<file path="src/rtl/pwm_dbuf_pkg.sv">
package pwm_dbuf_pkg;
  typedef enum logic [1:0] {
    SEL_DUTY = 2'd0,
    SEL_PER  = 2'd1,
    SEL_POL  = 2'd2,
    SEL_CNT  = 2'd3
  } reg_sel_e;
endpackage

</file>
<file path="src/rtl/pwm_shadow_reg.sv">
module pwm_shadow_reg #(
  parameter int WIDTH = 8
) (
  input  logic             clk_i,
  input  logic             rst_ni,
  input  logic             wr_i,
  input  logic [WIDTH-1:0] data_i,
  input  logic             load_i,
  output logic [WIDTH-1:0] buf_o,
  output logic [WIDTH-1:0] act_o
);
  logic [WIDTH-1:0] buf_nxt;

  assign buf_nxt = wr_i ? data_i : buf_o;

  always_ff @(posedge clk_i or negedge rst_ni) begin
    if (!rst_ni) begin
      buf_o <= '0;
      act_o <= '0;
    end else begin
      buf_o <= buf_nxt;
      if (load_i) act_o <= buf_nxt;
    end
  end

  AST_BUF_TRACKS_WRITE: assert property (@(posedge clk_i) disable iff (!rst_ni)
    wr_i |=> buf_o == $past(data_i));
endmodule

</file>
<file path="src/rtl/pwm_counter.sv">
module pwm_counter #(
  parameter int WIDTH = 8
) (
  input  logic             clk_i,
  input  logic             rst_ni,
  input  logic             en_i,
  input  logic             clr_i,
  input  logic [WIDTH-1:0] per_i,
  output logic [WIDTH-1:0] cnt_o,
  output logic             wrap_o
);
  logic [WIDTH:0] cnt_inc;

  assign cnt_inc = {1'b0, cnt_o} + 1'b1;
  // period of 0 wraps every cycle, which pins the count at 0
  assign wrap_o  = en_i && !clr_i && (cnt_inc >= {1'b0, per_i});

  always_ff @(posedge clk_i or negedge rst_ni) begin
    if (!rst_ni)                    cnt_o <= '0;
    else if (!en_i || clr_i || wrap_o) cnt_o <= '0;
    else                            cnt_o <= cnt_inc[WIDTH-1:0];
  end

  AST_CNT_IN_RANGE: assert property (@(posedge clk_i) disable iff (!rst_ni)
    en_i |-> ((per_i == '0) ? (cnt_o == '0) : (cnt_o < per_i)));
  AST_CLR_ZERO: assert property (@(posedge clk_i) disable iff (!rst_ni)
    clr_i |=> cnt_o == '0);
  AST_DIS_ZERO: assert property (@(posedge clk_i) disable iff (!rst_ni)
    !en_i |=> cnt_o == '0);
endmodule

</file>
<file path="src/rtl/pwm_out_stage.sv">
module pwm_out_stage #(
  parameter int WIDTH = 8
) (
  input  logic             en_i,
  input  logic             pol_i,
  input  logic [WIDTH-1:0] duty_i,
  input  logic [WIDTH-1:0] cnt_i,
  output logic             pwm_o
);
  logic in_first_phase;

  assign in_first_phase = cnt_i < duty_i;

  always_comb begin
    if (!en_i)      pwm_o = !pol_i;
    else if (pol_i) pwm_o = in_first_phase;
    else            pwm_o = !in_first_phase;
  end
endmodule

</file>
<file path="src/rtl/pwm_dbuf_chan.sv">
module pwm_dbuf_chan
  import pwm_dbuf_pkg::*;
#(
  parameter int WIDTH = 8
) (
  input  logic             clk_i,
  input  logic             rst_ni,
  input  logic             en_i,
  input  logic             wr_en_i,
  input  logic [1:0]       wr_sel_i,
  input  logic [WIDTH-1:0] wr_data_i,
  input  logic [1:0]       rd_sel_i,
  output logic [WIDTH-1:0] rd_data_o,
  output logic [WIDTH-1:0] cnt_o,
  output logic             pwm_o
);
  localparam int PolW = 1;

  logic             wr_duty, wr_per, wr_pol, cnt_clr;
  logic             wrap, load;
  logic [WIDTH-1:0] duty_buf, duty_act, per_buf, per_act;
  logic [PolW-1:0]  pol_buf, pol_act;

  assign wr_duty = wr_en_i && (wr_sel_i == SEL_DUTY);
  assign wr_per  = wr_en_i && (wr_sel_i == SEL_PER);
  assign wr_pol  = wr_en_i && (wr_sel_i == SEL_POL);
  assign cnt_clr = wr_en_i && (wr_sel_i == SEL_CNT);
  // safe points for moving buffered values into the active set
  assign load    = !en_i || cnt_clr || wrap;

  pwm_shadow_reg #(.WIDTH(WIDTH)) duty_reg_i (
    .clk_i, .rst_ni, .wr_i(wr_duty), .data_i(wr_data_i),
    .load_i(load), .buf_o(duty_buf), .act_o(duty_act));

  pwm_shadow_reg #(.WIDTH(WIDTH)) per_reg_i (
    .clk_i, .rst_ni, .wr_i(wr_per), .data_i(wr_data_i),
    .load_i(load), .buf_o(per_buf), .act_o(per_act));

  pwm_shadow_reg #(.WIDTH(PolW)) pol_reg_i (
    .clk_i, .rst_ni, .wr_i(wr_pol), .data_i(wr_data_i[PolW-1:0]),
    .load_i(load), .buf_o(pol_buf), .act_o(pol_act));

  pwm_counter #(.WIDTH(WIDTH)) cnt_i (
    .clk_i, .rst_ni, .en_i, .clr_i(cnt_clr), .per_i(per_act),
    .cnt_o, .wrap_o(wrap));

  pwm_out_stage #(.WIDTH(WIDTH)) out_i (
    .en_i, .pol_i(pol_act[0]), .duty_i(duty_act), .cnt_i(cnt_o), .pwm_o);

  always_comb begin
    unique case (rd_sel_i)
      SEL_DUTY: rd_data_o = duty_buf;
      SEL_PER:  rd_data_o = per_buf;
      SEL_POL:  rd_data_o = {{(WIDTH-PolW){1'b0}}, pol_buf};
      default:  rd_data_o = cnt_o;
    endcase
  end

  AST_ACT_HOLD: assert property (@(posedge clk_i) disable iff (!rst_ni)
    en_i && !cnt_clr && !wrap |=> $stable(duty_act) && $stable(per_act) && $stable(pol_act));
  AST_DIS_DIRECT: assert property (@(posedge clk_i) disable iff (!rst_ni)
    !en_i && wr_duty |=> duty_act == $past(wr_data_i));
  AST_IDLE_LEVEL: assert property (@(posedge clk_i) disable iff (!rst_ni)
    !en_i |-> pwm_o != pol_act[0]);
  AST_DUTY_ZERO: assert property (@(posedge clk_i) disable iff (!rst_ni)
    en_i && duty_act == '0 |-> pwm_o != pol_act[0]);
  AST_DUTY_FULL: assert property (@(posedge clk_i) disable iff (!rst_ni)
    en_i && per_act != '0 && duty_act >= per_act |-> pwm_o == pol_act[0]);
endmodule

</file>
<file path="config.mk">
export PLATFORM = sky130hd
export DESIGN_NAME = pwm_dbuf_chan
export DESIGN_NICKNAME = d
export VERILOG_FILES = /design/src/rtl/pwm_dbuf_pkg.sv /design/src/rtl/pwm_shadow_reg.sv /design/src/rtl/pwm_counter.sv /design/src/rtl/pwm_out_stage.sv /design/src/rtl/pwm_dbuf_chan.sv
export SDC_FILE = /design/constraint.sdc
export NUM_CORES = 1
export LEC_CHECK = 0
export ABC_AREA = 1
export BUFFER_PORTS_ARGS = -buffer_cell sky130_fd_sc_hd__clkbuf_2
export CORE_MARGIN = 2
export CORE_UTILIZATION = 54
export CTS_CLUSTER_DIAMETER = 80
export DETAILED_ROUTE_END_ITERATION = 8
export GPL_TIMING_DRIVEN = 0
export PLACE_DENSITY = 0.87
export SYNTH_ARGS = -nofsm -noshare
export SYNTH_HDL_FRONTEND = slang
export SYNTH_SLANG_ARGS = --single-unit
</file>
<file path="constraint.sdc">
create_clock -name clk_i -period 4.27 [get_ports clk_i]
set_input_delay 0.2135 -clock clk_i [delete_from_list [all_inputs] [get_ports clk_i]]
set_output_delay 0.2135 -clock clk_i [all_outputs]
set_load 0.02 [all_outputs]
</file>
== Word-level counts from Yosys, hierarchy flattened ==
Cells that the tools add are included.

* Add/sub/neg operators: 1
* Shifts and indexed selects: 0
* Equal/unequal tests: 5
* Reduce and logical (&&, ||, !) cells: 14
* Divide/modulo/power cells: 0
* Mux-type cells: 7
* Order comparisons: 2
* $mul: 0
* Bitwise logic cells: 0

{| class="wikitable"
|+ Operator list
! operator !! number
|-
| $mux 8 || 3
|-
| $pmux 8 s3 || 1
|-
| $add 8x1->9 const B || 1
|-
| $ge 9x8->1 || 1
|-
| $lt 8x8->1 || 1
|-
| $eq 2x2->1 const B || 3
|-
| $logic_and 1x1->1 || 6
|-
| $eq 2x1->1 const B || 2
|-
| $logic_not 1->1 || 4
|-
| $logic_not 2->1 || 2
|-
| $mux 1 || 3
|-
| $logic_or 1x1->1 || 2
|}

* Flip-flop bits (word level): 42
* Memories: 0
* RAM bits: 0
* Bits in latches: 0
* Logic and storage cells: 36
* ROM bits: 0
* Output and inout port bits: 17

== Depth between registers and ports, before layout ==
Gate-level depths: netlist of run 1.

* Depth after elaboration: 7
* Depth in mapped cells: 17

== By module ==
Synthesis of run 1 repeated with hierarchy kept, for this count alone.

* Cell total of the unflattened synthesis: 348
* Area total of the unflattened synthesis: 2558.7 um2

{| class="wikitable"
|+ Modules (own cells, without submodules)
! module !! area each (um2) !! instances !! cells each !! seq. area each (um2)
|-
| pwm_shadow_reg (duty_reg_i ...) || 704.4 || 2 || 84 || 400.4
|-
| pwm_counter || 635.6 || 1 || 83 || 200.2
|-
| pwm_out_stage || 217.7 || 1 || 38 || 0.0
|-
| pwm_dbuf_chan || 205.2 || 1 || 47 || 0.0
|-
| pwm_shadow_reg (pol_reg_i) || 91.3 || 1 || 12 || 50.0
|}

== Least setup slack after synthesis of run 1 ==
Ideal clock, no wire load.

* Path type: register -> register
* Start: reg cnt_i.cnt_o[0]
* End: reg duty_reg_i.act_o[0]
* Data arrival time: 2.293 ns
* Clock period less this slack: 2.359 ns
* Cell stages (with the launch flop): 16
* Library setup time: 0.066 ns
* Slack: 1.911 ns
* Cells stage by stage: dfrtp_1 ha_1 nand2_1 nor2_2 xor2_1 ha_1 nand2_1 inv_1 nand2_1 nand3_1 nand2_1 nand2_1 nand2_2 clkbuf_1 nand3_1 nand2_1

* Word-level cells in the longest chain between the ends: 4

{| class="wikitable"
|+ RTL lines
! element !! RTL line !! source
|-
| start, declared || pwm_counter.sv:9 || <nowiki>output logic [WIDTH-1:0] cnt_o,</nowiki>
|-
| start signal, assigned || pwm_counter.sv:21 || <nowiki>else cnt_o <= cnt_inc[WIDTH-1:0];</nowiki>
|-
| $add 8x1->9 || pwm_counter.sv:14 || <nowiki>assign cnt_inc = {1'b0, cnt_o} + 1'b1;</nowiki>
|-
| $ge 9x8->1 || pwm_counter.sv:16 || <nowiki>assign wrap_o = en_i && !clr_i && (cnt_inc >= {1'b0, per_i});</nowiki>
|-
| $logic_and 1x1->1 || pwm_counter.sv:16 ||
|-
| $logic_or 1x1->1 || pwm_dbuf_chan.sv:29 || <nowiki>assign load = !en_i || cnt_clr || wrap;</nowiki>
|-
| end signal, assigned || pwm_shadow_reg.sv:22 || <nowiki>if (load_i) act_o <= buf_nxt;</nowiki>
|-
| end, declared || pwm_shadow_reg.sv:10 || <nowiki>output logic [WIDTH-1:0] act_o</nowiki>
|}

No other way between the ends.
A chain may end at the register's enable or synchronous reset.

== Worst setup path after layout of run 1 ==
* Start: reg cnt_i.cnt_o[0]
* End: reg per_reg_i.act_o[5]

* Word-level cells in the longest chain between the ends: 4

{| class="wikitable"
|+ RTL lines
! element !! RTL line
|-
| $add 8x1->9 || pwm_counter.sv:14
|-
| $ge 9x8->1 || pwm_counter.sv:16
|-
| $logic_and 1x1->1 || pwm_counter.sv:16
|-
| $logic_or 1x1->1 || pwm_dbuf_chan.sv:29
|-
| end signal, assigned || pwm_shadow_reg.sv:22
|-
| end, declared || pwm_shadow_reg.sv:10
|}

No other way between the ends.

==> impl_results.html, run 1 <==
<table>
<tr><th>Metric</th><th>Value</th></tr>
<tr><th colspan="2">Placed design</th></tr>
<tr><td>Post-placement cell count</td><td>377</td></tr>
<tr><td>Global placement routability congestion</td><td>0.814</td></tr>
<tr><td>Port Buffers</td><td>32</td></tr>
<tr><td>HPWL Detailed</td><td>3860 um</td></tr>
<tr><td>Worst setup timing slack at the placement stage</td><td>1640 ps</td></tr>
<tr><th colspan="2">Floorplan</th></tr>
<tr><td>Vert. Die Dim</td><td>69.1 um</td></tr>
<tr><td>Number of primary I/O pins</td><td>33</td></tr>
<tr><td>Std-Cell Core Area</td><td>4030 um2</td></tr>
<tr><td>Die outline width</td><td>69.1 um</td></tr>
<tr><td>Number of standard-cell rows in the floorplan</td><td>23</td></tr>
<tr><td>Effective utilization at floorplan</td><td>56.8%</td></tr>
<tr><td>Die Footprint</td><td>4770 um2</td></tr>
<tr><th colspan="2">Critical path</th></tr>
<tr><td>Worst path most repeated cell</td><td>sky130_fd_sc_hd__nand2_1</td></tr>
<tr><td>Largest fanout on the critical path</td><td>10</td></tr>
<tr><td>Crit path DAT</td><td>2910 ps</td></tr>
<tr><td>Critical Path Sink</td><td>per_reg_i.act_o[5]$_DFFE_PN0P_</td></tr>
<tr><td>Reg-to-reg critical path startpoint</td><td>cnt_i.cnt_o[0]$_DFF_PN0_</td></tr>
<tr><td>Depth of the worst register-to-register path</td><td>15</td></tr>
<tr><td>Peak per-stage delay on the critical path</td><td>500 ps</td></tr>
<tr><td>Reg-to-reg critical path endpoint</td><td>per_reg_i.act_o[5]$_DFFE_PN0P_</td></tr>
<tr><td>Class of the most critical setup path</td><td>reg2reg</td></tr>
<tr><td>Endpoint kind of the worst setup timing path</td><td>flop</td></tr>
<tr><td>Cell with the largest stage delay on the worst path</td><td>sky130_fd_sc_hd__dfrtp_1</td></tr>
<tr><td>Start point of the critical path</td><td>cnt_i.cnt_o[0]$_DFF_PN0_</td></tr>
<tr><td>Startpoint class of the critical path</td><td>flop</td></tr>
<tr><td>Register-to-register path setup slack</td><td>around 1600 ps</td></tr>
<tr><td>Cell chain of the critical path</td><td>ha_1 -&gt; nand2_1 -&gt; nor2_2 -&gt; xor2_1 -&gt; ha_1 -&gt; nand2_1 -&gt; inv_1 -&gt; nand2_1 -&gt; nand3_1 -&gt; nand2_1 -&gt; nand2_1 -&gt; nand2_2 -&gt; clkbuf_1 -&gt; nand3_1 -&gt; nand2_1</td></tr>
<tr><td>Data required time of the critical path</td><td>4510 ps</td></tr>
<tr><th colspan="2">Clock network</th></tr>
<tr><td>Clock buffers created by TritonCTS</td><td>5</td></tr>
<tr><td>Clk_lat worst skew</td><td>around 300 ps</td></tr>
<tr><td>Resized Gates After CTS</td><td>0</td></tr>
<tr><td>Clk sink count</td><td>42</td></tr>
<tr><td>Maximum clock insertion buffer count</td><td>2</td></tr>
<tr><td>Clock tree from TritonCTS</td><td>yes</td></tr>
<tr><td>Hold Buf Count CTS</td><td>0</td></tr>
<tr><td>Clock transition at path regs</td><td>80 ps</td></tr>
<tr><td>Setup fix buffers added after clock tree synthesis</td><td>0</td></tr>
<tr><td>CTS root buffer</td><td>sky130_fd_sc_hd__clkbuf_8</td></tr>
<tr><td>Clock H-tree levels</td><td>2</td></tr>
<tr><th colspan="2">Timing</th></tr>
<tr><td>Setup Skew</td><td>5.72 ps</td></tr>
<tr><td>Number of pins exceeding their max-slew limit in the final report</td><td>0</td></tr>
<tr><td>Worst Max-Slew Pin Slew</td><td>1020 ps</td></tr>
<tr><td>Minimum period implied by the final worst setup slack</td><td>2670 ps</td></tr>
<tr><td>Setup_tns</td><td>0 ps</td></tr>
<tr><td>Final setup viols</td><td>0</td></tr>
<tr><td>FMAX</td><td>374 MHz</td></tr>
<tr><td>Setup slack of the critical path after layout</td><td>1600 ps</td></tr>
<tr><td>RSZ-0062 raised after global routing</td><td>false</td></tr>
<tr><td>Final count of hold timing violations</td><td>0</td></tr>
<tr><td>Fin crit share</td><td>62.6%</td></tr>
<tr><td>Max_slew headroom</td><td>32.1%</td></tr>
<tr><th colspan="2">Global route</th></tr>
<tr><td>Largest net degree at the start of global routing</td><td>43</td></tr>
<tr><td>Antenna violations before repair</td><td>0</td></tr>
<tr><td>Total Routing Usage GR</td><td>24.1%</td></tr>
<tr><td>Global-route wire length before repair</td><td>between 9000 and 10000 um</td></tr>
<tr><td>Remaining global-route overflow</td><td>0</td></tr>
<tr><td>Via count of the first global-routing pass</td><td>1957</td></tr>
<tr><th colspan="2">Detailed routing</th></tr>
<tr><td>Number of DRC violations after detailed-routing iteration 0</td><td>around 150</td></tr>
<tr><td>Post-route ant nets</td><td>0</td></tr>
<tr><td>Routed vias</td><td>1980</td></tr>
<tr><td>Vias per Instance</td><td>5.14</td></tr>
<tr><td>Wirelength per Cell</td><td>roughly 14 um</td></tr>
<tr><td>Final wirelength</td><td>between 5000 and 6000 um</td></tr>
<tr><td>DRC</td><td>0</td></tr>
<tr><td>Number of iterations in the first detailed-routing pass</td><td>4</td></tr>
<tr><th colspan="2">Pwr</th></tr>
<tr><td>Sequential cell fraction of total power</td><td>41.9%</td></tr>
<tr><td>Peak VDD IR</td><td>297 uV</td></tr>
<tr><td>Relative contribution of combinational cells to total power</td><td>34.2%</td></tr>
<tr><td>Cell internal pwr</td><td>~820 uW</td></tr>
<tr><td>Switching power summed over all nets</td><td>roughly 500 uW</td></tr>
<tr><td>Leakage</td><td>0.00148 uW</td></tr>
<tr><td>Cell Pwr Density</td><td>504 nW/um2</td></tr>
<tr><td>Switching power as a share of total power</td><td>37.7%</td></tr>
<tr><td>Clock Power Share</td><td>23.9%</td></tr>
<tr><th colspan="2">Cells and area</th></tr>
<tr><td>Post-layout net count</td><td>366</td></tr>
<tr><td>Commonest cells after routing, fill and taps aside</td><td>sky130_fd_sc_hd__nand2_1 (100), sky130_fd_sc_hd__inv_1 (46), sky130_fd_sc_hd__dfrtp_1 (42), sky130_fd_sc_hd__clkbuf_2 (32), sky130_fd_sc_hd__nand3_1 (28)</td></tr>
<tr><td>Most common cell after layout, fill and taps aside</td><td>sky130_fd_sc_hd__nand2_1</td></tr>
<tr><td>Proportion of layout cells with a drive suffix above 1</td><td>14.9%</td></tr>
<tr><td>Number of diodes added for antenna fixing</td><td>0</td></tr>
<tr><td>Post-route insts no fill</td><td>385</td></tr>
<tr><td>Area Growth Syn to Fin</td><td>14.5%</td></tr>
<tr><th colspan="2">Logic synthesis</th></tr>
<tr><td>Fraction of the yosys area taken by sequential cells</td><td>45.9%</td></tr>
<tr><td>Area share of the largest cell type after synthesis</td><td>45.9%</td></tr>
<tr><td>Post-Synthesis Net Count</td><td>327</td></tr>
<tr><td>Synth Register Bits</td><td>between 40 and 50</td></tr>
<tr><td>Count of yosys warnings during synthesis</td><td>0</td></tr>
<tr><td>Post-synthesis area per instance</td><td>7.76 um2</td></tr>
<tr><td>Top post-synthesis cells by area</td><td>sky130_fd_sc_hd__dfrtp_1 (46%), sky130_fd_sc_hd__nand2_1 (16%), sky130_fd_sc_hd__ha_1 (8.7%)</td></tr>
<tr><td>Syn Std Cell Area</td><td>~2300 um2</td></tr>
<tr><td>Number of cells produced by synthesis</td><td>295</td></tr>
<tr><td>Cell taking the most area after synthesis</td><td>sky130_fd_sc_hd__dfrtp_1</td></tr>
<tr><td>Distinct cell type count of the synthesized netlist</td><td>21</td></tr>
<tr><th colspan="2">Hold path</th></tr>
<tr><td>Class of the most critical hold timing path</td><td>in2async</td></tr>
<tr><th colspan="2">Flow run</th></tr>
<tr><td>Max_cap viols</td><td>0</td></tr>
<tr><th colspan="2">Status</th></tr>
<tr><td>Run status</td><td>completed</td></tr>
</table>
power groups by stage:
stage	logic, uW	registers, uW	clock network [uW]
final	451	554	316
after global routing	521	567	337
after CTS	454	552	318
after detailed placement	444	560	0
after global placement	423	555	0
after floorplan	312	551	0
sequential cells by signal, summed over array words and instances, names as in the netlist:
name / count
duty_reg_i.buf_o: 8
pol_reg_i.act_o: 1
pol_reg_i.buf_o: 1
duty_reg_i.act_o: 8
per_reg_i.act_o: 8
cnt_i.cnt_o: 8
per_reg_i.buf_o: 8
metrics by stage:
step,util [%],instance area [um2],hold slack (ps),power [uW]
4_1_cts,65.1,2620,113,1320
5_1_grt,65.1,2620,152,1430
2_1_floorplan,-,2290,-82.1,863
3_3_place_gp,62.3,2510,433,978
3_5_place_dp,62.3,2510,435,1000
6_report,65.1,2620,75.5,1320
worst min-delay path by stage:
| stage | start | to | slack, ps | cells past startpoint |
|---|---|---|---|---|
| finish | rst_ni | per_reg_i.buf_o[1]$_DFF_PN0_ | 80 | 1 |
| global route | rst_ni | per_reg_i.buf_o[2]$_DFF_PN0_ | 150 | 1 |
| CTS | rst_ni | per_reg_i.buf_o[1]$_DFF_PN0_ | 110 | 1 |
| detailed placement | rst_ni | per_reg_i.buf_o[1]$_DFF_PN0_ | 440 | 1 |
| global placement | rst_ni | per_reg_i.buf_o[1]$_DFF_PN0_ | 430 | 1 |
| floorplan | rst_ni | cnt_i.cnt_o[0]$_DFF_PN0_ | -80 | 0 |
worst max-delay path, delay by kind of cell (launching register included):
kind / cells / cell delay (ps)
AND/OR/NAND/NOR: 10 / 1000
flip-flops: 1 / 500
XOR/XNOR: 1 / 210
buffers and inverters: 2 / 400
adder cells (fa/ha/maj): 2 / 510
layer usage:
| metal | routed length, um | vias to the layer above | GRT usage (%) |
|---|---|---|---|
| met3 | 207 | 8 | 4.53 |
| met2 | 2530 | 53 | 39.5 |
| li1 | - | 1002 | - |
| met4 | 95 | 0 | 8.28 |
| met1 | 2380 | 917 | 32.0 |
| met5 | 0 | - | 0 |
layout make-up:
cell class | count | area [um2]
timing repair buffer | 32 | 160
inverter | 47 | 176
buffer | 6 | 41.3
clock inverter | 2 | 37.5
multi-input combinational | 200 | 1020
sequential | 42 | 1050
clock buffer | 6 | 72.6
tap | 50 | 62.6
fill | 344 | 1410
cells in the mapped netlist (all sizes together):
library cell    n
nand2         103
inv            47
dfrtp          42
nand3          28
o21ai          20
nor2           18
ha             16
buf             5
o211ai          5
a21oi           3
xor2            3
nand4           2
a31oi           1
clkbuf          1
o21bai          1
cells by family after synthesis:
group,synth area share [%]
and+or+nand+nor,27.2
buffers and inverters,9.51
adders and majority gates,8.75
xor gates and xnor gates,1.15
DFF,45.9
AOI/OAI and AO/OA,7.49
Power figures use the tool's default switching activity.
==> inputs of run 2 (changes only) <==
--- a/config.mk
+++ b/config.mk
@@ -5,14 +5,14 @@
 export SDC_FILE = /design/constraint.sdc
 export NUM_CORES = 1
 export LEC_CHECK = 0
-export ABC_AREA = 1
+export ABC_AREA = 0
 export BUFFER_PORTS_ARGS = -buffer_cell sky130_fd_sc_hd__clkbuf_2
 export CORE_MARGIN = 2
-export CORE_UTILIZATION = 54
+export CORE_UTILIZATION = 51
 export CTS_CLUSTER_DIAMETER = 80
 export DETAILED_ROUTE_END_ITERATION = 8
 export GPL_TIMING_DRIVEN = 0
-export PLACE_DENSITY = 0.87
+export PLACE_DENSITY = 0.86
 export SYNTH_ARGS = -nofsm -noshare
 export SYNTH_HDL_FRONTEND = slang
 export SYNTH_SLANG_ARGS = --single-unit
==> constraint.sdc (replaced) <==
create_clock -name clk_i -period 2.3 [get_ports clk_i]
set_input_delay 0.115 -clock clk_i [delete_from_list [all_inputs] [get_ports clk_i]]
set_output_delay 0.115 -clock clk_i [all_outputs]
set_load 0.02 [all_outputs]
==> impl_results.html, run 2 <==
<table>
<tr><th>Metric</th><th>Value</th></tr>
<tr><th colspan="2">Placed design</th></tr>
<tr><td>Post-placement cell count</td><td>260 (-31%)</td></tr>
<tr><td>HPWL Detailed</td><td>3380 um (-12%)</td></tr>
<tr><td>Worst setup timing slack at the placement stage</td><td>-244 ps (-1880 ps)</td></tr>
<tr><td>Port Buffers</td><td>30 (-6.3%)</td></tr>
<tr><td>Global placement routability congestion</td><td>0.800 (-1.7%)</td></tr>
<tr><th colspan="2">Cells and area</th></tr>
<tr><td>Most common cell after layout, fill and taps aside</td><td>sky130_fd_sc_hd__dfrtp_1</td></tr>
<tr><td>Number of diodes added for antenna fixing</td><td>0 (unchanged)</td></tr>
<tr><td>Post-layout net count</td><td>257 (-30%)</td></tr>
<tr><td>Proportion of layout cells with a drive suffix above 1</td><td>50.9% (+36 points)</td></tr>
<tr><td>Area Growth Syn to Fin</td><td>22.6%</td></tr>
<tr><td>Commonest cells after routing, fill and taps aside</td><td>sky130_fd_sc_hd__dfrtp_1 (36), sky130_fd_sc_hd__clkbuf_2 (29), sky130_fd_sc_hd__mux2_2 (28), sky130_fd_sc_hd__inv_1 (17), sky130_fd_sc_hd__ha_1 (14)</td></tr>
<tr><td>Post-route insts no fill</td><td>278 (-28%)</td></tr>
<tr><th colspan="2">Logic synthesis</th></tr>
<tr><td>Cell taking the most area after synthesis</td><td>sky130_fd_sc_hd__dfrtp_1</td></tr>
<tr><td>Arithmetic-cell share of the synthesized area counting full adders, half adders and majority gates</td><td>8.72% (-0.024 points)</td></tr>
<tr><td>Multiplexer share of the synthesized area</td><td>23.2% (+23 points)</td></tr>
<tr><td>Fraction of the yosys area taken by sequential cells</td><td>45.8% (-0.13 points)</td></tr>
<tr><td>Syn Std Cell Area</td><td>2290 um2 (+0.27%)</td></tr>
<tr><td>Asr flop ratio synth</td><td>100% (unchanged)</td></tr>
<tr><td>EDFF count, synth</td><td>0 (unchanged)</td></tr>
<tr><td>Post-Synthesis Net Count</td><td>210 (-36%)</td></tr>
<tr><td>Top post-synthesis cells by area</td><td>sky130_fd_sc_hd__dfrtp_1 (46%), sky130_fd_sc_hd__mux2_2 (14%), sky130_fd_sc_hd__ha_1 (8.7%)</td></tr>
<tr><td>Synth Register Bits</td><td>42 (unchanged)</td></tr>
<tr><td>Area share of the largest cell type after synthesis</td><td>45.8% (-0.13 points)</td></tr>
<tr><td>Number of cells produced by synthesis</td><td>178 (-40%)</td></tr>
<tr><td>Most common cell in the netlist</td><td>sky130_fd_sc_hd__dfrtp_1</td></tr>
<tr><td>Top cells by instance count after synthesis</td><td>sky130_fd_sc_hd__dfrtp_1 (42), sky130_fd_sc_hd__mux2_2 (28), sky130_fd_sc_hd__inv_1 (17), sky130_fd_sc_hd__ha_1 (16), sky130_fd_sc_hd__mux2_4 (13)</td></tr>
<tr><td>Distinct cell type count of the synthesized netlist</td><td>33 (+57%)</td></tr>
<tr><td>XOR/XNOR Fraction of Synth Area</td><td>2.67% (+1.5 points)</td></tr>
<tr><td>Combinational family with the most area after synthesis</td><td>multiplexers</td></tr>
<tr><td>Main flop type after synthesis</td><td>sky130_fd_sc_hd__dfrtp_1</td></tr>
<tr><td>Count of yosys warnings during synthesis</td><td>0 (unchanged)</td></tr>
<tr><td>Simple-gate share of the synthesized area</td><td>8.18% (-19 points)</td></tr>
<tr><td>Synthesized-area fraction occupied by ao, oa, aoi and oai cells</td><td>7.14% (-0.35 points)</td></tr>
<tr><td>Post-synthesis area per instance</td><td>12.9 um2 (+66%)</td></tr>
<tr><th colspan="2">Status</th></tr>
<tr><td>Violations in the final reports</td><td>negative hold slack, negative setup slack</td></tr>
<tr><td>Run status</td><td>complete, but fails checks</td></tr>
<tr><th colspan="2">Timing</th></tr>
<tr><td>Worst hold slack</td><td>-13.4 ps (-88.9 ps)</td></tr>
<tr><td>Setup Skew</td><td>5.03 ps (-0.692 ps)</td></tr>
<tr><td>Worst Max-Slew Pin Slew</td><td>1040 ps (+18.0 ps)</td></tr>
<tr><td>Final setup viols</td><td>17 (+17)</td></tr>
<tr><td>RSZ-0062 raised after global routing</td><td>true</td></tr>
<tr><td>Fin crit share</td><td>104% (+41 points)</td></tr>
<tr><td>Max_slew headroom</td><td>30.9% (-1.2 points)</td></tr>
<tr><td>Final count of hold timing violations</td><td>21 (+21)</td></tr>
<tr><td>Minimum period implied by the final worst setup slack</td><td>2390 ps (-284 ps)</td></tr>
<tr><td>Setup slack of the critical path after layout</td><td>-87.1 ps (-1690 ps)</td></tr>
<tr><td>FMAX</td><td>419 MHz (+12%)</td></tr>
<tr><td>Number of pins exceeding their max-slew limit in the final report</td><td>0 (unchanged)</td></tr>
<tr><th colspan="2">Floorplan</th></tr>
<tr><td>Effective utilization at floorplan</td><td>52.7% (-4.1 points)</td></tr>
<tr><td>Die outline width</td><td>71.1 um (+2.9%)</td></tr>
<tr><td>Number of primary I/O pins</td><td>33 (unchanged)</td></tr>
<tr><td>Die Footprint</td><td>5050 um2 (+5.8%)</td></tr>
<tr><td>Std-Cell Core Area</td><td>4350 um2 (+8.1%)</td></tr>
<tr><td>Number of standard-cell rows in the floorplan</td><td>24 (+4.3%)</td></tr>
<tr><td>Vert. Die Dim</td><td>71.1 um (+2.9%)</td></tr>
<tr><th colspan="2">Clock network</th></tr>
<tr><td>Hold Buf Count CTS</td><td>0 (unchanged)</td></tr>
<tr><td>Clock transition at path regs</td><td>80 ps (about the same)</td></tr>
<tr><td>Clock buffers created by TritonCTS</td><td>5 (unchanged)</td></tr>
<tr><td>Clk sink count</td><td>42 (unchanged)</td></tr>
<tr><td>Clock tree from TritonCTS</td><td>yes</td></tr>
<tr><td>Maximum clock insertion buffer count</td><td>2 (unchanged)</td></tr>
<tr><td>Clk_lat worst skew</td><td>300 ps (about the same)</td></tr>
<tr><td>CTS root buffer</td><td>sky130_fd_sc_hd__clkbuf_8</td></tr>
<tr><td>Clock H-tree levels</td><td>2 (unchanged)</td></tr>
<tr><th colspan="2">Global route</th></tr>
<tr><td>Total Routing Usage GR</td><td>21.4% (-2.7 points)</td></tr>
<tr><td>Global-route wire length before repair</td><td>8090 um (-12%)</td></tr>
<tr><td>Largest net degree at the start of global routing</td><td>43 (unchanged)</td></tr>
<tr><td>Antenna violations before repair</td><td>0 (unchanged)</td></tr>
<tr><td>Via count of the first global-routing pass</td><td>1572 (-20%)</td></tr>
<tr><td>Remaining global-route overflow</td><td>0 (unchanged)</td></tr>
<tr><th colspan="2">Detailed routing</th></tr>
<tr><td>Wirelength per Cell</td><td>17.6 um (+30%)</td></tr>
<tr><td>Final wirelength</td><td>4890 um (-6.4%)</td></tr>
<tr><td>Vias per Instance</td><td>5.52 (+7.4%)</td></tr>
<tr><td>Post-route ant nets</td><td>0 (unchanged)</td></tr>
<tr><td>Routed vias</td><td>1535 (-22%)</td></tr>
<tr><td>Number of iterations in the first detailed-routing pass</td><td>4 (unchanged)</td></tr>
<tr><td>Number of DRC violations after detailed-routing iteration 0</td><td>95 (-36%)</td></tr>
<tr><td>DRC</td><td>0 (unchanged)</td></tr>
<tr><th colspan="2">Pwr</th></tr>
<tr><td>Leakage</td><td>0.00138 uW (-6.6%)</td></tr>
<tr><td>Cell Pwr Density</td><td>759 nW/um2 (+51%)</td></tr>
<tr><td>Peak VDD IR</td><td>511 uV (+72%)</td></tr>
<tr><th colspan="2">Critical path</th></tr>
<tr><td>Class of the most critical setup path</td><td>reg2reg</td></tr>
<tr><td>Endpoint kind of the worst setup timing path</td><td>flop</td></tr>
<tr><td>Largest fanout on the critical path</td><td>10 (unchanged)</td></tr>
<tr><td>Crit path DAT</td><td>2570 ps (-340 ps)</td></tr>
<tr><td>Data required time of the critical path</td><td>2490 ps (-2020 ps)</td></tr>
<tr><td>Startpoint class of the critical path</td><td>flop</td></tr>
<tr><th colspan="2">Hold path</th></tr>
<tr><td>Class of the most critical hold timing path</td><td>in2async</td></tr>
<tr><th colspan="2">Flow run</th></tr>
<tr><td>Max_cap viols</td><td>0 (unchanged)</td></tr>
</table>
[run 2: cell count changes after synthesis, sizes merged, moves of 3 or more]
cell / previous run / this run
nand2: 103 / 5
mux2: 0 / 41
inv: 47 / 17
nand3: 28 / 7
o21ai: 20 / 1
nor2: 18 / 6
a22o: 0 / 7
nor2b: 0 / 5
o211ai: 5 / 0
xnor2: 0 / 5
buf: 5 / 2
[run 2: power breakdown]
group / internal [uW] / switching, uW / total, uW / leakage [uW]
logic: 363 / 313 / 677 / 0.000833
registers: 883 / 83.0 / 966 / 0.000503
clock network: 242 / 250 / 492 / 0.0000482
[run 2: stage by stage]
| stage | hold WS, ps | power, uW | util [%] | setup TNS [ps] | area, um2 |
|---|---|---|---|---|---|
| after floorplan | -181 | 1410 | - | -720 | 2330 |
| after global placement | 330 | 1540 | 58.5 | -2820 | 2550 |
| after detailed placement | 353 | 1580 | 58.5 | -3320 | 2550 |
| after CTS | 31.7 | 2110 | 63.0 | -1400 | 2740 |
| after global routing | 74.6 | 2250 | 64.6 | -3780 | 2810 |
| final | -13.4 | 2140 | 64.6 | -1200 | 2810 |
[run 2: worst max-delay path: stages (launching register included)]
cell and delay, ps:
sky130_fd_sc_hd__dfrtp_2 430, sky130_fd_sc_hd__buf_4 170, sky130_fd_sc_hd__nand2_1 80, sky130_fd_sc_hd__nor2_2 40, sky130_fd_sc_hd__xor2_1 170, sky130_fd_sc_hd__ha_1 330, sky130_fd_sc_hd__nand3_4 120, sky130_fd_sc_hd__o2111ai_2 110
sky130_fd_sc_hd__a21oi_2 200, sky130_fd_sc_hd__nand3_4 150, sky130_fd_sc_hd__buf_12 190, sky130_fd_sc_hd__mux2_4 290
[run 2: worst paths after layout]
| kind | slack (ps) | endpoint | startpoint | cells after the start |
|---|---|---|---|---|
| min | -10 | per_reg_i.act_o[1]$_DFFE_PN0P_ | rst_ni | 1 |
| max | -90 | per_reg_i.act_o[3]$_DFFE_PN0P_ | cnt_i.cnt_o[0]$_DFF_PN0_ | 11 |
| max reg2reg | -90 | per_reg_i.act_o[3]$_DFFE_PN0P_ | cnt_i.cnt_o[0]$_DFF_PN0_ | 11 |
| max in group asynchronous | 1610 | cnt_i.cnt_o[4]$_DFF_PN0_ | rst_ni | 1 |
| min reg2reg | 510 | duty_reg_i.act_o[7]$_DFFE_PN0P_ | duty_reg_i.act_o[7]$_DFFE_PN0P_ | 1 |
| min in group clk_i | 70 | duty_reg_i.buf_o[6]$_DFF_PN0_ | wr_data_i[6] | 2 |
[run 2: logic make-up (layout without fill, tap and decap cells)]
family | count (synthesis) | count (layout)
AOI/OAI and AO/OA | 19 | 19
xor gates and xnor gates | 7 | 7
adders and majority gates | 16 | 16
buffers and inverters | 21 | 69
DFF | 42 | 42
muxes | 42 | 42
and+or+nand+nor | 31 | 31
[run 2: what timing repair did]
| action | 4_1_cts | 5_1_grt |
|---|---|---|
| endpoints found under the setup margin | 23 | 25 |
| resized for setup | 7 | 12 |
| pin swaps | 5 | 6 |
| hold endpoints to repair | 0 | 0 |
| buffers inserted | 10 | 0 |
[run 2: cell type report]
class	instances	area, um2
clock buffers	7	86.3
fillers	344	1540
multi-input cells	115	1260
clock inverters	1	5.00
flip-flops and latches	42	1060
well taps	52	65.1
repair buffers	40	235
inverters	17	63.8
plain buffers	4	42.5
[run 2: metal layers]
metal,global-route usage [%],share of wire [%],up-vias
li1,-,-,724
met1,27.8,44,770
met2,36.1,51,32
met3,3.85,3.0,9
met4,7.55,1.9,0
met5,0,0,-
==> inputs of run 3 (changes only) <==
--- a/config.mk
+++ b/config.mk
@@ -7,7 +7,7 @@
 export LEC_CHECK = 0
 export ABC_AREA = 0
 export BUFFER_PORTS_ARGS = -buffer_cell sky130_fd_sc_hd__clkbuf_2
-export CORE_MARGIN = 2
+export CORE_MARGIN = 1
 export CORE_UTILIZATION = 51
 export CTS_CLUSTER_DIAMETER = 80
 export DETAILED_ROUTE_END_ITERATION = 8
==> impl_results.html, run 3 (synthesized netlist as in run 2, its figures left out) <==
<table>
<tr><th>Metric</th><th>Value</th></tr>
<tr><th colspan="2">Clock network</th></tr>
<tr><td>Clock buffers created by TritonCTS</td><td>5 (unchanged)</td></tr>
<tr><td>Clock tree from TritonCTS</td><td>yes</td></tr>
<tr><td>CTS root buffer</td><td>sky130_fd_sc_hd__clkbuf_8</td></tr>
<tr><td>Clk sink count</td><td>42 (unchanged)</td></tr>
<tr><td>Clk_lat worst skew</td><td>300 ps (about the same)</td></tr>
<tr><td>Clock H-tree levels</td><td>2 (unchanged)</td></tr>
<tr><td>Clock transition at path regs</td><td>80 ps (about the same)</td></tr>
<tr><td>Maximum clock insertion buffer count</td><td>2 (unchanged)</td></tr>
<tr><th colspan="2">Cells and area</th></tr>
<tr><td>Fillers</td><td>333 (-3.2%)</td></tr>
<tr><td>Proportion of layout cells with a drive suffix above 1</td><td>51.3% (+0.42 points)</td></tr>
<tr><td>Most common cell after layout, fill and taps aside</td><td>sky130_fd_sc_hd__dfrtp_1</td></tr>
<tr><td>Area of the multi-input gates</td><td>1270 um2 (+0.80%)</td></tr>
<tr><td>Register area</td><td>1060 um2 (unchanged)</td></tr>
<tr><td>Fin area</td><td>2860 um2 (+1.6%)</td></tr>
<tr><td>Commonest cells after routing, fill and taps aside</td><td>sky130_fd_sc_hd__dfrtp_1 (36), sky130_fd_sc_hd__clkbuf_2 (29), sky130_fd_sc_hd__mux2_2 (28), sky130_fd_sc_hd__inv_1 (17)</td></tr>
<tr><td>Area Growth Syn to Fin</td><td>24.6%</td></tr>
<tr><td>Number of diodes added for antenna fixing</td><td>0 (unchanged)</td></tr>
<tr><td>Post-layout net count</td><td>261 (+1.6%)</td></tr>
<tr><th colspan="2">Detailed routing</th></tr>
<tr><td>DRC</td><td>0 (unchanged)</td></tr>
<tr><td>Number of DRC violations after detailed-routing iteration 0</td><td>58 (-39%)</td></tr>
<tr><td>Post-route ant nets</td><td>0 (unchanged)</td></tr>
<tr><td>Routed vias</td><td>1582 (+3.1%)</td></tr>
<tr><td>Wirelength per Cell</td><td>19.0 um (+7.9%)</td></tr>
<tr><td>Number of iterations in the first detailed-routing pass</td><td>4 (unchanged)</td></tr>
<tr><td>Final wirelength</td><td>5350 um (+9.4%)</td></tr>
<tr><td>Vias per Instance</td><td>5.61 (+1.6%)</td></tr>
<tr><th colspan="2">Timing</th></tr>
<tr><td>Setup slack of the critical path after layout</td><td>-188 ps (-100 ps)</td></tr>
<tr><td>Worst Max-Slew Pin Slew</td><td>1030 ps (-0.769 ps)</td></tr>
<tr><td>Final count of hold timing violations</td><td>42 (+100%)</td></tr>
<tr><td>Final setup viols</td><td>18 (+1)</td></tr>
<tr><td>FMAX</td><td>402 MHz (-4.0%)</td></tr>
<tr><td>Max_slew headroom</td><td>31.0% (+0.051 points)</td></tr>
<tr><td>Worst hold slack</td><td>-21.0 ps (-7.59 ps)</td></tr>
<tr><td>Setup_tns</td><td>-2930 ps (-1730 ps)</td></tr>
<tr><td>RSZ-0062 raised after global routing</td><td>true</td></tr>
<tr><td>Fin crit share</td><td>108% (+4.4 points)</td></tr>
<tr><td>Number of pins exceeding their max-slew limit in the final report</td><td>0 (unchanged)</td></tr>
<tr><td>Minimum period implied by the final worst setup slack</td><td>2490 ps (+100 ps)</td></tr>
<tr><td>Setup Skew</td><td>3.09 ps (-1.94 ps)</td></tr>
<tr><th colspan="2">Critical path</th></tr>
<tr><td>Largest fanout on the critical path</td><td>5 (-5)</td></tr>
<tr><td>Startpoint class of the critical path</td><td>flop</td></tr>
<tr><td>Crit path DAT</td><td>2680 ps (+110 ps)</td></tr>
<tr><td>Class of the most critical setup path</td><td>reg2reg</td></tr>
<tr><td>Data required time of the critical path</td><td>2490 ps (about the same)</td></tr>
<tr><td>Endpoint kind of the worst setup timing path</td><td>flop</td></tr>
<tr><td>Depth of the worst register-to-register path</td><td>11 (unchanged)</td></tr>
<tr><th colspan="2">Floorplan</th></tr>
<tr><td>Vert. Die Dim</td><td>69.1 um (-2.8%)</td></tr>
<tr><td>Number of standard-cell rows in the floorplan</td><td>24 (unchanged)</td></tr>
<tr><td>Number of primary I/O pins</td><td>33 (unchanged)</td></tr>
<tr><td>Std-Cell Core Area</td><td>4320 um2 (-0.69%)</td></tr>
<tr><td>Die Footprint</td><td>4770 um2 (-5.5%)</td></tr>
<tr><td>Effective utilization at floorplan</td><td>53.1% (+0.37 points)</td></tr>
<tr><td>Die outline width</td><td>69.1 um (-2.8%)</td></tr>
<tr><th colspan="2">Hold path</th></tr>
<tr><td>Class of the most critical hold timing path</td><td>in2async</td></tr>
<tr><th colspan="2">Flow run</th></tr>
<tr><td>Max_cap viols</td><td>0 (unchanged)</td></tr>
<tr><th colspan="2">Pwr</th></tr>
<tr><td>Peak VDD IR</td><td>460 uV (-9.9%)</td></tr>
<tr><td>Leakage</td><td>0.00140 uW (+1.3%)</td></tr>
<tr><td>Cell Pwr Density</td><td>744 nW/um2 (-1.9%)</td></tr>
<tr><td>Power consumption</td><td>2130 uW (-0.28%)</td></tr>
<tr><th colspan="2">Status</th></tr>
<tr><td>Run status</td><td>complete, but fails checks</td></tr>
<tr><td>Violations in the final reports</td><td>negative hold slack, negative setup slack</td></tr>
<tr><th colspan="2">Placed design</th></tr>
<tr><td>Global placement routability congestion</td><td>0.853 (+6.6%)</td></tr>
<tr><td>Cell area after placement</td><td>2550 um2 (unchanged)</td></tr>
<tr><td>Port Buffers</td><td>30 (unchanged)</td></tr>
<tr><td>HPWL Detailed</td><td>3330 um (-1.6%)</td></tr>
<tr><th colspan="2">Global route</th></tr>
<tr><td>Remaining global-route overflow</td><td>0 (unchanged)</td></tr>
<tr><td>Largest net degree at the start of global routing</td><td>43 (unchanged)</td></tr>
<tr><td>Total Routing Usage GR</td><td>22.6% (+1.2 points)</td></tr>
<tr><td>Antenna violations before repair</td><td>0 (unchanged)</td></tr>
<tr><td>Global-route wire length before repair</td><td>8150 um (+0.68%)</td></tr>
<tr><td>Via count of the first global-routing pass</td><td>1614 (+2.7%)</td></tr>
</table>
==> run 3: power breakdown <==
part | leakage, uW | internal [uW] | switching [uW]
registers | 0.000503 | 883 | 83.5
clock network | 0.0000482 | 242 | 253
logic | 0.000851 | 357 | 310
==> run 3: final cells by class <==
type / count / share of cell area [%]
Clock inverter: 1 / 0.175
Sequential cell: 42 / 37.0
Inverter: 17 / 2.23
Clock buffer: 7 / 3.02
Buffer: 4 / 1.36
Timing Repair Buffer: 44 / 9.62
Tap cell: 52 / 2.27
Multi-Input combinational cell: 115 / 44.3
==> run 3: metal layers <==
layer  GRT usage [%]  wire, um  up-vias
met5               0         0        -
met4            10.4       116        0
li1                -         -      731
met1            28.8      2290      802
met3            4.09       194       12
met2            37.2      2750       37
==> run 3: repair_timing <==
item / 4_1_cts / 5_1_grt
gates resized for setup: 5 / 11
buffers inserted: 11 / 2
hold buffers: 0 / 0
pin swaps: 7 / 10
setup endpoints to repair: 24 / 25
cloned: 0 / 1
==> run 3: path summary, 6_finish.rpt <==
kind / endpoint / slack [ps] / start
setup / recovery: per_reg_i.act_o[0]$_DFFE_PN0P_ / -190 / cnt_i.cnt_o[3]$_DFF_PN0_
hold reg to reg: duty_reg_i.act_o[6]$_DFFE_PN0P_ / 520 / duty_reg_i.act_o[6]$_DFFE_PN0P_
hold / removal: duty_reg_i.buf_o[1]$_DFF_PN0_ / -20 / rst_ni
setup reg to reg: per_reg_i.act_o[0]$_DFFE_PN0P_ / -190 / cnt_i.cnt_o[3]$_DFF_PN0_
max in group asynchronous: cnt_i.cnt_o[3]$_DFF_PN0_ / 1620 / rst_ni
min in group clk_i: duty_reg_i.buf_o[2]$_DFF_PN0_ / 80 / wr_data_i[2]
==> run 3: worst max-delay path, stage by stage (launching register included) <==
cell                        delay [ps]
sky130_fd_sc_hd__dfrtp_2           410
sky130_fd_sc_hd__nand3_4           100
sky130_fd_sc_hd__nor2_4            120
sky130_fd_sc_hd__nand4_1           150
sky130_fd_sc_hd__xnor2_2           300
sky130_fd_sc_hd__ha_4              260
sky130_fd_sc_hd__nand3_4            80
sky130_fd_sc_hd__o2111ai_4         120
sky130_fd_sc_hd__a21oi_4           190
sky130_fd_sc_hd__nand3_4           150
sky130_fd_sc_hd__clkbuf_16         200
sky130_fd_sc_hd__mux2_4            290
==> run 3: metrics by stage <==
stage / cells / utilization, % / setup slack, ps
2_1_floorplan: 178 / - / -58.5
3_3_place_gp: 260 / 58.9 / -252
3_5_place_dp: 260 / 58.9 / -266
4_1_cts: 279 / 63.5 / -87.6
5_1_grt: 282 / 66.1 / -250
6_report: 282 / 66.1 / -188
